**src/rtl/stdp_pkg.sv**
```systemverilog
package stdp_pkg;
  typedef enum logic [1:0] {
    UPD_NONE = 2'd0,
    UPD_INC  = 2'd1,
    UPD_DEC  = 2'd2
  } upd_e;
endpackage

```
**src/rtl/spike_timer.sv**
```systemverilog
module spike_timer #(
  parameter int W = 16
) (
  input  logic         clk_i,
  input  logic         rst_ni,
  input  logic         start_i,
  input  logic         clear_i,
  output logic [W-1:0] age_o
);
  localparam logic [W-1:0] SAT = '1;

  logic [W-1:0] age_q;

  // all-ones means no recent spike
  always_ff @(posedge clk_i or negedge rst_ni) begin
    if (!rst_ni)            age_q <= SAT;
    else if (start_i)       age_q <= '0;
    else if (clear_i)       age_q <= SAT;
    else if (age_q != SAT)  age_q <= age_q + 1'b1;
  end

  assign age_o = age_q;


  timer_restart_chk: assert property (@(posedge clk_i) disable iff (!rst_ni)
    start_i |=> age_q == '0);


  timer_consume_chk: assert property (@(posedge clk_i) disable iff (!rst_ni)
    (clear_i && !start_i) |=> age_q == SAT);


  timer_hold_chk: assert property (@(posedge clk_i) disable iff (!rst_ni)
    (age_q == SAT && !start_i) |=> age_q == SAT);
endmodule

```
**src/rtl/window_decider.sv**
```systemverilog
module window_decider
  import stdp_pkg::*;
#(
  parameter int TW = 16
) (
  input  logic          pre_i,
  input  logic          post_i,
  input  logic [TW-1:0] pre_age_i,
  input  logic [TW-1:0] post_age_i,
  input  logic [TW-1:0] ltp_win_i,
  input  logic [TW-1:0] ltd_win_i,
  output upd_e          upd_o,
  output logic          clr_pre_o,
  output logic          clr_post_o
);
  logic ltp_hit, ltd_hit;

  // age counts from 0 at the first edge after a spike, so elapsed = age + 1
  // elapsed <= win  <=>  age < win ; win == 0 never hits
  assign ltp_hit = post_i && !pre_i && (pre_age_i < ltp_win_i);
  assign ltd_hit = pre_i && !post_i && (post_age_i < ltd_win_i);

  always_comb begin
    upd_o = UPD_NONE;
    if (ltp_hit)      upd_o = UPD_INC;
    else if (ltd_hit) upd_o = UPD_DEC;
  end

  assign clr_pre_o  = ltp_hit;
  assign clr_post_o = ltd_hit;
endmodule

```
**src/rtl/eff_counter.sv**
```systemverilog
module eff_counter
  import stdp_pkg::*;
#(
  parameter int W = 4
) (
  input  logic         clk_i,
  input  logic         rst_ni,
  input  logic         load_i,
  input  logic [W-1:0] load_val_i,
  input  upd_e         upd_i,
  output logic [W-1:0] eff_o,
  output logic         inc_o,
  output logic         dec_o
);
  localparam logic [W-1:0] MAXV = '1;
  localparam logic [W-1:0] MINV = '0;

  logic [W-1:0] eff_q;
  logic         inc_q, dec_q;

  always_ff @(posedge clk_i or negedge rst_ni) begin
    if (!rst_ni) begin
      eff_q <= MINV;
      inc_q <= 1'b0;
      dec_q <= 1'b0;
    end else if (load_i) begin
      eff_q <= load_val_i;
      inc_q <= 1'b0;
      dec_q <= 1'b0;
    end else begin
      inc_q <= (upd_i == UPD_INC);
      dec_q <= (upd_i == UPD_DEC);
      if (upd_i == UPD_INC && eff_q != MAXV)      eff_q <= eff_q + 1'b1;
      else if (upd_i == UPD_DEC && eff_q != MINV) eff_q <= eff_q - 1'b1;
    end
  end

  assign eff_o = eff_q;
  assign inc_o = inc_q;
  assign dec_o = dec_q;


  load_prio_chk: assert property (@(posedge clk_i) disable iff (!rst_ni)
    load_i |=> (eff_q == $past(load_val_i)) && !inc_q && !dec_q);


  single_step_chk: assert property (@(posedge clk_i) disable iff (!rst_ni)
    !load_i |=> (eff_q == $past(eff_q)) ||
                (eff_q == W'($past(eff_q) + 1'b1)) ||
                (eff_q == W'($past(eff_q) - 1'b1)));


  sat_hi_chk: assert property (@(posedge clk_i) disable iff (!rst_ni)
    (eff_q == MAXV && !load_i) |=> eff_q >= MAXV - 1'b1);


  sat_lo_chk: assert property (@(posedge clk_i) disable iff (!rst_ni)
    (eff_q == MINV && !load_i) |=> eff_q <= MINV + 1'b1);
endmodule

```
**src/rtl/stdp_rect_updater.sv**
```systemverilog
module stdp_rect_updater
  import stdp_pkg::*;
#(
  parameter int EFF_W = 4,
  parameter int TMR_W = 16
) (
  input  logic             clk_i,
  input  logic             rst_ni,
  input  logic             pre_i,
  input  logic             post_i,
  input  logic [TMR_W-1:0] ltp_win_i,
  input  logic [TMR_W-1:0] ltd_win_i,
  input  logic             load_i,
  input  logic [EFF_W-1:0] load_val_i,
  output logic [EFF_W-1:0] eff_o,
  output logic             ltp_o,
  output logic             ltd_o
);
  logic [TMR_W-1:0] pre_age, post_age;
  logic             clr_pre, clr_post;
  upd_e             upd;

  spike_timer #(.W(TMR_W)) u_pre_tmr (
    .clk_i   (clk_i),
    .rst_ni  (rst_ni),
    .start_i (pre_i),
    .clear_i (clr_pre),
    .age_o   (pre_age)
  );

  spike_timer #(.W(TMR_W)) u_post_tmr (
    .clk_i   (clk_i),
    .rst_ni  (rst_ni),
    .start_i (post_i),
    .clear_i (clr_post),
    .age_o   (post_age)
  );

  window_decider #(.TW(TMR_W)) u_dec (
    .pre_i      (pre_i),
    .post_i     (post_i),
    .pre_age_i  (pre_age),
    .post_age_i (post_age),
    .ltp_win_i  (ltp_win_i),
    .ltd_win_i  (ltd_win_i),
    .upd_o      (upd),
    .clr_pre_o  (clr_pre),
    .clr_post_o (clr_post)
  );

  eff_counter #(.W(EFF_W)) u_eff (
    .clk_i      (clk_i),
    .rst_ni     (rst_ni),
    .load_i     (load_i),
    .load_val_i (load_val_i),
    .upd_i      (upd),
    .eff_o      (eff_o),
    .inc_o      (ltp_o),
    .dec_o      (ltd_o)
  );


  coincident_chk: assert property (@(posedge clk_i) disable iff (!rst_ni)
    (pre_i && post_i) |=> !ltp_o && !ltd_o);


  flag_excl_chk: assert property (@(posedge clk_i) disable iff (!rst_ni)
    !(ltp_o && ltd_o));


  ltp_off_chk: assert property (@(posedge clk_i) disable iff (!rst_ni)
    (ltp_win_i == '0) |=> !ltp_o);
endmodule

```
**config.mk**
```make
export PLATFORM = sky130hd
export DESIGN_NAME = stdp_rect_updater
export DESIGN_NICKNAME = d
export VERILOG_FILES = /design/src/rtl/stdp_pkg.sv /design/src/rtl/spike_timer.sv /design/src/rtl/window_decider.sv /design/src/rtl/eff_counter.sv /design/src/rtl/stdp_rect_updater.sv
export SDC_FILE = /design/constraint.sdc
export NUM_CORES = 1
export LEC_CHECK = 0
export ABC_AREA = 1
export CAP_MARGIN = 20
export CORE_UTILIZATION = 60
export CTS_CLUSTER_DIAMETER = 30
export DETAILED_ROUTE_END_ITERATION = 8
export PLACE_DENSITY = 0.87
export SYNTH_ARGS = -nofsm -noshare
export SYNTH_HDL_FRONTEND = slang
export SYNTH_HIERARCHICAL = 1
export SYNTH_SLANG_ARGS = --single-unit
```
**constraint.sdc**
```tcl
create_clock -name clk_i -period 6.5 [get_ports clk_i]
set_input_delay 0.65 -clock clk_i [delete_from_list [all_inputs] [get_ports clk_i]]
set_output_delay 0.65 -clock clk_i [all_outputs]
set_load 0.01 [all_outputs]
```
==> flow_summary.toml, run 1 <==
[run_status]
outcome = "completed"

[cells_and_area]
nFillCells = 404
antenna_cells = 0
area_growth_pct = 18.3
drive_gt1_share_pct = 10.1
final_core_util_pct = 74.9
stdcell_count = 616
fin_nets = 621

[sta]
post-route-period-util_pct = 50.0
fmax_mhz = 308
period_minus_slack_ps = 3250
final.setup.tns_ps = 0
slew_violations = 0
finalHoldViolations = 0
worst_pin_slew_ps = 880
rsz0062_at_grt = "no"
skew_ps = 6.64
slew_headroom_pct = 41.3
finalSetupViolCount = 0

[clock_network]
clkLatencyLatePin_ps = 300
path_clk_slew_ps = 80
post-cts-setup-buffer-count = 0
h-tree-depth = 2
cts-resized-gates = 0
cts-root-buf = "clkbuf_8"
cts-hold-fix-buffers = 0
cts_tree = "built"
clock_path_buffers = 2
cts_buffers = 5
cts.sinks = 38

[drt]
vias = 3298
drc = 0
antenna_left = 0
first_pass_iters = 5
viasPerCell = 5.35
detailedRoute.firstIterationViolations = 237
routed_wl_mm = 7.64
detail_route.wl_per_cell_um = 12.4

[worst_setup_path]
cp_top_family = "simple AND/OR/NAND/NOR gates"
start_kind = "input port"
cpMostUsedCell = "nand2_1"
r2r_cells = 19
cpPeakStageDelay_ps = 460
rr_endpoint = "u_eff/eff_o[3]$_DFFE_PN0P_"
required_ps = 6690
worstPathArrival_ps = 3440
worstPathCellList = "clkdlybuf4s50_1 > inv_1 > ha_1 > a21oi_1 > nor2_1 > nor3_1 > nand2_1 > a21oi_1 > buf_4 > inv_1 > nor2_1 > o21ai_2 > ha_1 > nand2_1 > nand2_1 > nor2_1 > inv_1 > nand2_1 > nand3_1 > nand2_1 > nand2_1"
cp-end-kind = "flip-flop"
r2r_slack_ps = 3580
crit_type = "input port to flip-flop"
critical_path.slowest_cell = "clkdlybuf4s50_1"
cp.buffers_inverters = 5
crit_path_max_fanout = 13
timing.rr.start = "u_pre_tmr/age_o[5]$_DFFE_PN1P_"

[worst_hold_path]
holdPathEnd = "u_post_tmr/age_o[0]$_DFFE_PN1P_"
hold_class = "flip-flop to flip-flop"
min_from = "u_post_tmr/age_o[0]$_DFFE_PN1P_"
hold_depth = 2

[global_routing]
grt_max_degree = 39
antenna_found_initial = 0
grt_pass1_wl_mm = 13.2
grt_pass1_vias = 3161
grt_remaining_overflow = 0
track_usage_pct = 28.3

[die]
die_w_um = 76.1
io_pins = 47
dieHeight_um = 76.1
dieArea_mm2 = 0.00579
fp.coreArea_mm2 = 0.00520
rows = 26
initial_core_util_pct = 63.3

[power_and_ir_drop]
cellLeakagePower_uw = 0.00212
intPower_uw = 457
p_clk_share_pct = 25.1
switchingPower_uw = 237
peakVddDrop_uv = 138
swShare_pct = 34.1
powerDensity_mw_per_mm2 = 178
combPwrFrac_pct = 30.2
seq_power_share_pct = 44.7

[logic_synthesis]
ys_types = 27
synth_enable_flop_cells = 0
ys_async_sr_fraction_pct = 100
synth_cells = 498
synth.net_count = 574
syn_avg_cell_area_um2 = 6.62
ys_seq_area_share_pct = 30.1
synth-simple-area-share_pct = 33.8
muxShareOfSynthArea_pct = 0
synth-adder-area-share_pct = 13.5
synth_xor_area_share_pct = 1.06
synthFlopType = "dfstp_2"
synth_seq_cells = 38
synth_compound_area_share_pct = 9.46
syn-cell-area_mm2 = 0.00329
synth_top_family_by_area = "simple AND/OR/NAND/NOR gates"
yosysWarningCount = 6

[job]
max_cap_violations = 0

[placement]
dp.cells = 608
gp_congestion = 0.912
dp.final_hpwl_mm = 5.82
port_buffers = 46
-- layout by cell type (no fill, tap or decap) --
master and instances:
clkdlybuf4s50_1 46, nand2_1 159, o21ai_0 31, fa_1 1, clkbuf_1 1, nor2_2 4, xor2_1 4, o21ai_1 4
buf_4 2, ha_1 34, clkbuf_8 6, a31oi_1 1, dfrtp_1 6, a21o_1 1, nor3_2 2, o21ai_2 2
nor3_1 7, nand3_1 31, dfstp_2 32, or2_2 1, nand4_1 10, inv_1 92, nand4_2 2, nor2_1 42
nand3_2 3, a21oi_1 21, clkinv_2 1
-- cell type report --
class	count	area, um2	share of cell area [%]
clock buffer	7	86.3	2.22
clock inverter	1	5.00	0.128
inverter	92	345	8.86
multi-input combinational	360	1910	48.9
sequential	38	991	25.4
tap	70	87.6	2.25
timing repair buffer	48	475	12.2
-- kinds of logic (layout without fill, tap and decap cells) --
kind of cell,Yosys count,after routing
buffers and inverters,100,148
AOI/OAI and AO/OA,60,60
and+or+nand+nor,261,261
DFF,38,38
xor gates and xnor gates,4,4
adders and majority gates,35,35
-- through the flow --
step | worst slack, ps | hold WS [ps] | cell area (um2) | total power, uW
2_1_floorplan | 3740 | 354 | 3290 | 436
3_3_place_gp | 3100 | 492 | 3800 | 507
3_5_place_dp | 2990 | 497 | 3800 | 521
4_1_cts | 3290 | 509 | 3900 | 694
5_1_grt | 3000 | 545 | 3900 | 741
6_report | 3250 | 506 | 3900 | 694
-- routing by layer --
layer	GRT usage (%)	wire, um	vias up	part of all wire [%]
met5	0	0	-	0
met4	12.5	166	0	2.2
met3	5.15	493	20	6.5
met2	51.0	3860	145	51
met1	32.6	3120	1467	41
li1	-	-	1666	-
-- registers in the layout (all words and copies together) (netlist names) --
signal / count
u_eff/eff_o: 4
u_pre_tmr/age_o: 16
u_eff/dec_o: 1
u_eff/inc_o: 1
u_post_tmr/age_o: 16
-- power by group through the flow --
| stage | logic [uW] | registers [uW] | clock network [uW] |
|---|---|---|---|
| finish | 209 | 310 | 174 |
| global route | 242 | 315 | 184 |
| CTS | 209 | 310 | 175 |
| detailed placement | 207 | 314 | 0 |
| global placement | 195 | 312 | 0 |
| floorplan | 129 | 307 | 0 |
-- synth_stat cells, types with 3 or more instances --
cell type / n / share of area (%)
dfstp_2: 32 / 26
nor2_1: 42 / 4.8
nand3_2: 3 / 0.91
nand4_1: 10 / 1.9
nand2_1: 159 / 18
o21ai_1: 4 / 0.61
a21oi_1: 21 / 3.2
dfrtp_1: 6 / 4.6
xor2_1: 4 / 1.1
nand3_1: 31 / 4.7
nor3_1: 7 / 1.1
o21ai_0: 31 / 4.7
inv_1: 92 / 10
ha_1: 34 / 13
nor2_2: 4 / 0.76
-- worst max path at each step --
stage,start,to,slack (ps),cells after the start
finish,ltp_win_i[5],u_eff/eff_o[3]$_DFFE_PN0P_,3250,21
global route,ltp_win_i[5],u_eff/eff_o[3]$_DFFE_PN0P_,3000,21
CTS,ltp_win_i[5],u_eff/eff_o[3]$_DFFE_PN0P_,3290,21
detailed placement,ltp_win_i[5],u_eff/eff_o[3]$_DFFE_PN0P_,2990,21
global placement,ltp_win_i[5],u_eff/eff_o[3]$_DFFE_PN0P_,3100,21
floorplan,ltp_win_i[5],u_eff/eff_o[3]$_DFFE_PN0P_,3740,20
-- worst register-to-register path, stage by stage (launching register included) --
cell and delay [ps]:
dfstp_2 570, ha_1 250, a21oi_1 130, nor2_1 50, nor3_1 130, nand2_1 90, a21oi_1 120, buf_4 200
inv_1 70, nor2_1 150, o21ai_2 150, ha_1 340, nand2_1 80, nand2_1 60, nor2_1 150, inv_1 50
nand2_1 60, nand3_1 60, nand2_1 60, nand2_1 40
Note: power is estimated with default switching activity, not from simulation.
==> run 2, diff against run 1 <==
- CORE_UTILIZATION: 60 -> 56
- PLACE_DENSITY: 0.87 -> 0.82
- clock period: 6.5 -> 3 ns (I/O delays scaled with it)
==> run 2 against run 1 <==
Against the previous run: die area increased by 6.9%; clock power increased to 2.9 times the previous value; clock skew rose by 3.5 ps; utilization fell by 3.5 points; register-to-register slack lost 3300 ps; cell count rose by 0.97%; sequential share of layout area shrank 0.50 points; count of clock-buffer cells in the layout unchanged; critical path type is now flip-flop to flip-flop.
==> flow_summary.toml, run 2 (synthesis results as in run 1) <==
[run_status]
outcome = "completed"

[sta]
post-route-period-util_pct = 92.2
rsz0062_at_grt = "no"
finalSetupViolCount = 0
finalHoldViolations = 0
period_minus_slack_ps = 2770
fin_hold_ws_ps = 507
worst_pin_slew_ps = 870
fmax_mhz = 362
setup_ws_ps = 235
slew_headroom_pct = 41.8
slew_violations = 0
skew_ps = 10.1

[clock_network]
h-tree-depth = 2
cts_buffers = 5
cts_tree = "built"
post-cts-setup-buffer-count = 0
path_clk_slew_ps = 70
clock_path_buffers = 2
cts-root-buf = "clkbuf_8"
cts-resized-gates = 0
cts-hold-fix-buffers = 0
clkLatencyLatePin_ps = 290
cts.sinks = 38

[placement]
dp.final_hpwl_mm = 5.86
dp.cells = 614
port_buffers = 46
gp_congestion = 0.854
place_ws_ps = -9.71
dpl_cell_area_mm2 = 0.00384

[die]
initial_core_util_pct = 59.1
fp.coreArea_mm2 = 0.00557
dieHeight_um = 78.7
rows = 27
io_pins = 47
die_w_um = 78.7
dieArea_mm2 = 0.00619

[global_routing]
grt_pass1_vias = 3002
antenna_found_initial = 0
grt_remaining_overflow = 0
grt_max_degree = 20
grt_pass1_wl_mm = 12.7
track_usage_pct = 25.5

[cells_and_area]
antenna_cells = 0
area_growth_pct = 20.7
final_core_util_pct = 71.3
final_design_area_no_fill_mm2 = 0.00398
fin_nets = 625
drive_gt1_share_pct = 10.9
final_common_cell = "nand2_1"
stdcell_count = 622
final_cell_mix = "nand2_1 (159), inv_1 (92), clkdlybuf4s50_1 (46)"

[drt]
first_pass_iters = 6
antenna_left = 0
vias = 3349
routed_wl_mm = 7.49
detailedRoute.firstIterationViolations = 246
viasPerCell = 5.38
detail_route.wl_per_cell_um = 12.0
drc = 0

[worst_setup_path]
required_ps = 3180
cp-end-kind = "flip-flop"
start_kind = "flip-flop"
crit_path_max_fanout = 4
worstPathArrival_ps = 2940
crit_type = "flip-flop to flip-flop"

[power_and_ir_drop]
cellLeakagePower_uw = 0.00217
powerDensity_mw_per_mm2 = 411
peakVddDrop_uv = 287

[job]
max_cap_violations = 0

[worst_hold_path]
hold_class = "input port to asynchronous set/reset pin"
==> run 2: cell count changes in the layout (fill, tap and decap cells not counted) <==
cell / delta
buf_4: +4
clkbuf_1: -1
bufinv_16: +1
clkinv_2: -1
clkbuf_16: +1
==> run 2: cell type report <==
cell class | instances | area [um2]
clock inverters | 1 | 30.0
flip-flops and latches | 38 | 991
repair buffers | 52 | 505
clock buffers | 7 | 108
multi-input cells | 360 | 1910
fillers | 487 | 1600
inverters | 92 | 345
well taps | 72 | 90.1
==> run 2: final timing paths <==
kind | start | endpoint | slack, ps | cells past startpoint
worst max-delay path | u_pre_tmr/age_o[5]$_DFFE_PN1P_ | u_eff/eff_o[3]$_DFFE_PN0P_ | 230 | 18
worst min-delay path | rst_ni | u_eff/inc_o$_DFF_PN0_ | 510 | 1
worst max register to register | u_pre_tmr/age_o[5]$_DFFE_PN1P_ | u_eff/eff_o[3]$_DFFE_PN0P_ | 230 | 18
worst min register to register | u_post_tmr/age_o[0]$_DFFE_PN1P_ | u_post_tmr/age_o[0]$_DFFE_PN1P_ | 510 | 2
max in group asynchronous | rst_ni | u_pre_tmr/age_o[5]$_DFFE_PN1P_ | 1740 | 2
min in group clk_i | u_post_tmr/age_o[0]$_DFFE_PN1P_ | u_post_tmr/age_o[0]$_DFFE_PN1P_ | 510 | 2
==> run 2: report_power, final <==
group	switching [uW]	internal, uW	total, uW
logic	242	214	455
registers	76.1	595	671
clock network	185	321	506
total	503	1130	1630
==> run 2: through the flow <==
step | TNS (ps) | total power (uW)
2_1_floorplan | 0 | 946
3_3_place_gp | 0 | 1110
3_5_place_dp | -9.71 | 1130
4_1_cts | 0 | 1640
5_1_grt | 0 | 1750
6_report | 0 | 1630
==> run 2: metal layers <==
metal	wire (um)	share of wire [%]	global-route usage (%)	vias to the layer above
li1	-	-	-	1674
met1	3130	42	31.4	1531
met2	3790	51	45.8	125
met3	415	5.5	3.33	19
met4	153	2.0	8.15	0
met5	0	0	0	-
==> run 2: critical path, stage by stage (launching register included) <==
cell and delay, ps:
dfstp_2 570, ha_1 250, a21oi_1 130, nor2_1 50, nor3_1 140, nand2_1 100
a21oi_1 190, inv_1 80, nor2_1 150, o21ai_2 120, ha_1 340, nand2_1 80
nand2_1 50, nor2_1 130, inv_1 50, nand2_1 70, nand3_1 70, nand2_1 70
nand2_1 40
==> run 3, diff against run 2 <==
- GPL_ROUTABILITY_DRIVEN: not set -> 0
- SKIP_CTS_REPAIR_TIMING: not set -> 1
==> results of run 3 <==
The final DEF is identical to that of run 2; final timing and power are the same.
